File: src/rtl/byte_alu_pkg.sv
package byte_alu_pkg;

  typedef enum logic [1:0] {
    GRP_LOGIC = 2'd0,
    GRP_ARITH = 2'd1,
    GRP_SHIFT = 2'd2,
    GRP_PORT  = 2'd3
  } grp_e;

  typedef enum logic [1:0] {
    CIN_ZERO = 2'd0,
    CIN_ONE  = 2'd1,
    CIN_CY   = 2'd2,
    CIN_NCY  = 2'd3
  } cin_e;

  typedef enum logic [1:0] {
    CYS_HOLD  = 2'd0,
    CYS_CLEAR = 2'd1,
    CYS_ADDER = 2'd2,
    CYS_SHIFT = 2'd3
  } cysrc_e;

  typedef struct packed {
    logic       loadRes;
    logic       loadZero;
    cysrc_e     cySrc;
    grp_e       grp;
    logic [1:0] logicOp;
    logic       invB;
    logic       borrow;
    cin_e       cinMode;
    logic       shiftRight;
    logic [1:0] injSel;
    logic       injConst;
  } alu_ctl_t;

endpackage

File: src/rtl/byte_alu_ctrl.sv
module byte_alu_ctrl
  import byte_alu_pkg::*;
(
  input  logic       valid,
  input  logic [1:0] opGroup,
  input  logic [1:0] subOp,
  input  logic       shiftRight,
  input  logic [1:0] injSel,
  input  logic       injConst,
  output alu_ctl_t   ctl
);

  grp_e grp;
  assign grp = grp_e'(opGroup);

  always_comb begin
    ctl            = '0;
    ctl.grp        = grp;
    ctl.logicOp    = subOp;
    ctl.shiftRight = shiftRight;
    ctl.injSel     = injSel;
    ctl.injConst   = injConst;
    ctl.invB       = subOp[1];
    ctl.borrow     = subOp[1];
    unique case (subOp)
      2'd0:    ctl.cinMode = CIN_ZERO;
      2'd1:    ctl.cinMode = CIN_CY;
      2'd2:    ctl.cinMode = CIN_ONE;
      default: ctl.cinMode = CIN_NCY;
    endcase
    ctl.loadRes  = valid;
    ctl.loadZero = valid && (grp != GRP_PORT);
    if (!valid) begin
      ctl.cySrc = CYS_HOLD;
    end else begin
      unique case (grp)
        GRP_LOGIC: ctl.cySrc = CYS_CLEAR;
        GRP_ARITH: ctl.cySrc = CYS_ADDER;
        GRP_SHIFT: ctl.cySrc = CYS_SHIFT;
        default:   ctl.cySrc = CYS_HOLD;
      endcase
    end
  end

endmodule

File: src/rtl/byte_alu_dp.sv
module byte_alu_dp
  import byte_alu_pkg::*;
#(
  parameter int DW = 8
) (
  input  logic          clk,
  input  logic          rstN,
  input  alu_ctl_t      ctl,
  input  logic          useImm,
  input  logic [DW-1:0] regA,
  input  logic [DW-1:0] regB,
  input  logic [DW-1:0] imm,
  input  logic [DW-1:0] portIn,
  output logic [DW-1:0] result,
  output logic          carry,
  output logic          zero,
  output logic          resultValid
);

  localparam int MSB = DW - 1;

  logic [DW-1:0] opB;
  logic [DW-1:0] logicRes;
  logic [DW-1:0] addB;
  logic [DW:0]   sum;
  logic          cin;
  logic          arithCy;
  logic          fillBit;
  logic          shiftOut;
  logic [DW-1:0] shiftRes;
  logic [DW-1:0] resNext;
  logic          cyNext;

  assign opB = useImm ? imm : regB;

  // per-bit four-way logic selection
  for (genvar i = 0; i < DW; i++) begin : g_logic
    always_comb begin
      unique case (ctl.logicOp)
        2'd0:    logicRes[i] = opB[i];
        2'd1:    logicRes[i] = regA[i] & opB[i];
        2'd2:    logicRes[i] = regA[i] | opB[i];
        default: logicRes[i] = regA[i] ^ opB[i];
      endcase
    end
  end

  // single shared adder; complement and carry-in select the form
  assign addB = ctl.invB ? ~opB : opB;

  always_comb begin
    unique case (ctl.cinMode)
      CIN_ZERO: cin = 1'b0;
      CIN_ONE:  cin = 1'b1;
      CIN_CY:   cin = carry;
      default:  cin = ~carry;
    endcase
  end

  assign sum     = {1'b0, regA} + {1'b0, addB} + {{DW{1'b0}}, cin};
  assign arithCy = ctl.borrow ? ~sum[DW] : sum[DW];

  // shared shift/rotate selection with injected fill bit
  always_comb begin
    unique case (ctl.injSel)
      2'd0:    fillBit = ctl.injConst;
      2'd1:    fillBit = carry;
      2'd2:    fillBit = ctl.shiftRight ? regA[0] : regA[MSB];
      default: fillBit = ctl.shiftRight ? regA[MSB] : regA[0];
    endcase
  end

  assign shiftRes = ctl.shiftRight ? {fillBit, regA[MSB:1]} : {regA[MSB-1:0], fillBit};
  assign shiftOut = ctl.shiftRight ? regA[0] : regA[MSB];

  // final four-way merge
  always_comb begin
    unique case (ctl.grp)
      GRP_LOGIC: resNext = logicRes;
      GRP_ARITH: resNext = sum[DW-1:0];
      GRP_SHIFT: resNext = shiftRes;
      default:   resNext = portIn;
    endcase
  end

  always_comb begin
    unique case (ctl.cySrc)
      CYS_CLEAR: cyNext = 1'b0;
      CYS_ADDER: cyNext = arithCy;
      CYS_SHIFT: cyNext = shiftOut;
      default:   cyNext = carry;
    endcase
  end

  always_ff @(posedge clk or negedge rstN) begin
    if (!rstN) begin
      result      <= '0;
      carry       <= 1'b0;
      zero        <= 1'b0;
      resultValid <= 1'b0;
    end else begin
      resultValid <= ctl.loadRes;
      carry       <= cyNext;
      if (ctl.loadRes)  result <= resNext;
      if (ctl.loadZero) zero   <= ~|resNext;
    end
  end

endmodule

File: src/rtl/byte_alu.sv
module byte_alu
  import byte_alu_pkg::*;
#(
  parameter int DW = 8
) (
  input  logic          clk,
  input  logic          rstN,
  input  logic          valid,
  input  logic [1:0]    opGroup,
  input  logic [1:0]    subOp,
  input  logic          shiftRight,
  input  logic [1:0]    injSel,
  input  logic          injConst,
  input  logic          useImm,
  input  logic [DW-1:0] regA,
  input  logic [DW-1:0] regB,
  input  logic [DW-1:0] imm,
  input  logic [DW-1:0] portIn,
  output logic [DW-1:0] result,
  output logic          carry,
  output logic          zero,
  output logic          resultValid
);

  alu_ctl_t ctl;

  byte_alu_ctrl u_ctrl (
    .valid      (valid),
    .opGroup    (opGroup),
    .subOp      (subOp),
    .shiftRight (shiftRight),
    .injSel     (injSel),
    .injConst   (injConst),
    .ctl        (ctl)
  );

  byte_alu_dp #(.DW(DW)) u_dp (
    .clk         (clk),
    .rstN        (rstN),
    .ctl         (ctl),
    .useImm      (useImm),
    .regA        (regA),
    .regB        (regB),
    .imm         (imm),
    .portIn      (portIn),
    .result      (result),
    .carry       (carry),
    .zero        (zero),
    .resultValid (resultValid)
  );

endmodule

File: config.mk
export PLATFORM = sky130hd
export DESIGN_NAME = byte_alu
export DESIGN_NICKNAME = d
export VERILOG_FILES = /design/src/rtl/byte_alu_pkg.sv /design/src/rtl/byte_alu_ctrl.sv /design/src/rtl/byte_alu_dp.sv /design/src/rtl/byte_alu.sv
export SDC_FILE = /design/constraint.sdc
export NUM_CORES = 1
export LEC_CHECK = 0
export CAP_MARGIN = 25
export CELL_PAD_IN_SITES_DETAIL_PLACEMENT = 0
export CELL_PAD_IN_SITES_GLOBAL_PLACEMENT = 1
export CORE_ASPECT_RATIO = 2
export CORE_MARGIN = 4
export CORE_UTILIZATION = 35
export CTS_CLUSTER_DIAMETER = 80
export DETAILED_ROUTE_END_ITERATION = 10
export MAX_ROUTING_LAYER = met4
export PLACE_DENSITY = 0.84
export SLEW_MARGIN = 20
export SYNTH_ARGS = -nofsm -noshare
export SYNTH_HDL_FRONTEND = slang
export SYNTH_SLANG_ARGS = --single-unit
File: constraint.sdc
create_clock -name clk -period 3.1 [get_ports clk]
set_clock_uncertainty 0.1 [all_clocks]
set_input_delay 0.31 -clock clk [delete_from_list [all_inputs] [get_ports clk]]
set_output_delay 0.31 -clock clk [all_outputs]
set_load 0.05 [all_outputs]
==> flow_summary.json <==
{
  "status": "completed",
  "rsz0062_at_grt": "false",
  "io_pins": 55,
  "finalWirelength_um": 5550,
  "end_kind": "flop",
  "routabilityCongestion": 0.904,
  "diodes": 0,
  "final_area_mm2": 0.00275,
  "numCtsBuffers": 3,
  "htree_levels": 1,
  "synth_top_area_frac": 0.182,
  "drc": 0,
  "antenna_left": 0,
  "period_share": 0.937,
  "critical-path-max-stage-delay_ns": 0.40,
  "critPathBufInv": 2,
  "synth_area_leaders": "ha_1 (18%), dfrtp_1 (15%), mux2i_1 (8.6%)",
  "reg2reg_depth": 10,
  "slew_violations": 0,
  "worstMarginPinSlew_ns": 0.492,
  "report.final.hold_viol_count": 0,
  "clock-sinks": 11,
  "cp.arrival_ns": 2.95,
  "post-dp-hpwl_um": 4680,
  "min_period_ns": 2.91,
  "maxCapViolations": 0,
  "cts_hold_buf": 0,
  "yosysSeqAreaShare": 0.148,
  "die_area_mm2": 0.00661,
  "synth_cell_types": 49,
  "reg2reg_slack_ns": 0.37,
  "syn_to_final_growth_pct": 48.0,
  "fmax_mhz": 344,
  "clkTransAtPathRegs_ns": 0.05,
  "async_flop_share": 1.00,
  "die_y_um": 111,
  "die_w_um": 59.5,
  "post_drt_via_cell_ratio": 5.33,
  "tns_ns": 0,
  "yosysWarningCount": 0,
  "slowest_stage": "clkdlybuf4s50_1",
  "num_rows": 37,
  "grt_pass1_vias": 1891,
  "leakage_nw": 1.31,
  "crit_fanout": 2,
  "vias": 1876,
  "synth_flop_cell": "dfrtp_1",
  "start_util": 0.362,
  "drtIter0Drc": 61,
  "clock_path_buffers": 2,
  "startpoint_type": "input pin",
  "io_buffers": 54,
  "worstHoldPathType": "in2async",
  "cts-root-buf": "clkbuf_8",
  "final_common_cell": "clkdlybuf4s50_1",
  "rr_startpoint": "u_dp.carry",
  "setup_viol": 0,
  "synthCells": 217,
  "placed_area_mm2": 0.00263,
  "wl_per_cell_um": 15.8,
  "power_density_mw_per_mm2": 318,
  "final_nets": 368,
  "final_cell_mix": "clkdlybuf4s50_1 (50), ha_1 (27), buf_4 (25), inv_1 (24), mux2i_1 (16)",
  "drive_gt1_frac": 0.184,
  "vdd_ir_drop_max_mv": 0.347,
  "overflow": 0,
  "ys_seq_elements": 11,
  "syn_area_per_cell_um2": 8.57,
  "grt_pass1_wl_um": 8740,
  "criticalPathCategory": "in2reg",
  "synth_nets": 290,
  "required_ns": 3.14,
  "yosysTopAreaCell": "ha_1",
  "grt_max_degree": 12,
  "cts_tree": "done",
  "crit_family": "compound AO/OA/AOI/OAI gates",
  "worstPathCellList": "clkdlybuf4s50_1 -> mux2_4 -> xor2_4 -> fa_2 -> a21o_1 -> a21oi_1 -> xnor2_1 -> a2111oi_1 -> buf_4 -> a22oi_1 -> o41ai_2",
  "fp.coreArea_mm2": 0.00514,
  "relSlewSlack": 0.671,
  "r2r_end": "u_dp.zero",
  "antenna_found_initial": 0,
  "insertion_delay_ns": 0.24,
  "synth_edf_count": 0,
  "grt_use_total": 0.177,
  "drtPass1Iterations": 4,
  "syn-cell-area_mm2": 0.00186
}
==> sequential cells by signal (all words and copies together) (netlist names) <==
signal	count
u_dp.result	8
u_dp.carry	1
u_dp.zero	1
u_dp.resultValid	1
==> worst reg2reg max path, delay by kind of cell (launching register included) <==
kind                     cells  cell delay, ns
AO/OA/AOI/OAI                5            1.13
flip-flops                   1            0.45
adder cells (fa/ha/maj)      1            0.38
XOR/XNOR                     2            0.24
buffers and inverters        1            0.19
AND/OR/NAND/NOR              1            0.13
==> power by group <==
part | leakage, nW | switching [W] | internal (W)
Sequential | 0.135 | 0.0000140 | 0.000166
Combinational | 1.15 | 0.000288 | 0.000260
Clock | 0.0228 | 0.0000572 | 0.0000906
==> final cells by class <==
cell class              instances  area, um^2
well taps                      58        72.6
flip-flops and latches         11         275
inverters                      29         109
fillers                       477        2390
repair buffers                 80         749
clock buffers                   4        45.0
multi-input cells             170        1500
==> per-stage QoR <==
step	cells	power, W	hold slack, ns	util	worst slack [ns]
floorplan	217	0.000492	-0.0856	-	0.0990
global placement	348	0.000704	0.362	0.513	-0.302
detailed placement	348	0.000711	0.375	0.513	-0.376
CTS	352	0.000874	0.318	0.529	0.00960
global route	352	0.000928	0.341	0.535	0.0484
finish	352	0.000875	0.295	0.535	0.195
==> cell families after synthesis <==
kind of cell,Yosys count,share of synthesized area
AOI/OAI and AO/OA,51,0.198
and+or+nand+nor,51,0.137
adders and majority gates,29,0.203
DFF,11,0.148
xor gates and xnor gates,12,0.0565
muxes,27,0.180
buffers and inverters,36,0.0767
==> worst max-delay path by stage <==
| stage | startpoint | endpoint | slack, ns | cells after the start |
|---|---|---|---|---|
| CTS | useImm | u_dp.zero | 0.01 | 13 |
| floorplan | subOp[1] | u_dp.carry | 0.1 | 12 |
| detailed placement | useImm | u_dp.carry | -0.38 | 12 |
| finish | regB[0] | u_dp.zero | 0.19 | 11 |
| global placement | useImm | u_dp.carry | -0.30 | 12 |
| global route | regB[0] | u_dp.carry | 0.05 | 12 |
==> metal layers <==
layer,global-route usage,vias to the layer above,share of wire,wire length [um]
li1,-,931,-,-
met1,0.179,880,0.37,2070
met2,0.324,50,0.55,3040
met3,0.0117,15,0.036,199
met4,0.0858,0,0.042,234
met5,-,-,0,0
==> cells in the mapped netlist (all sizes together), types with 3 or more instances <==
cell type / n
nand3: 4
nor2: 11
a21o: 4
nand2: 13
o21ai: 8
o31ai: 3
clkbuf: 5
ha: 27
xor2: 4
nand2b: 9
or3: 4
xnor2: 8
a21oi: 9
o22ai: 3
inv: 28
dfrtp: 11
a211oi: 7
mux2i: 19
mux2: 6
==> what timing repair did <==
item	CTS	global route
endpoints found under the setup margin	3	4
pin swaps	3	7
hold endpoints to repair	0	0
setup buffers	0	1
gates resized for setup	8	8
Note: power is estimated with default switching activity, not from simulation.
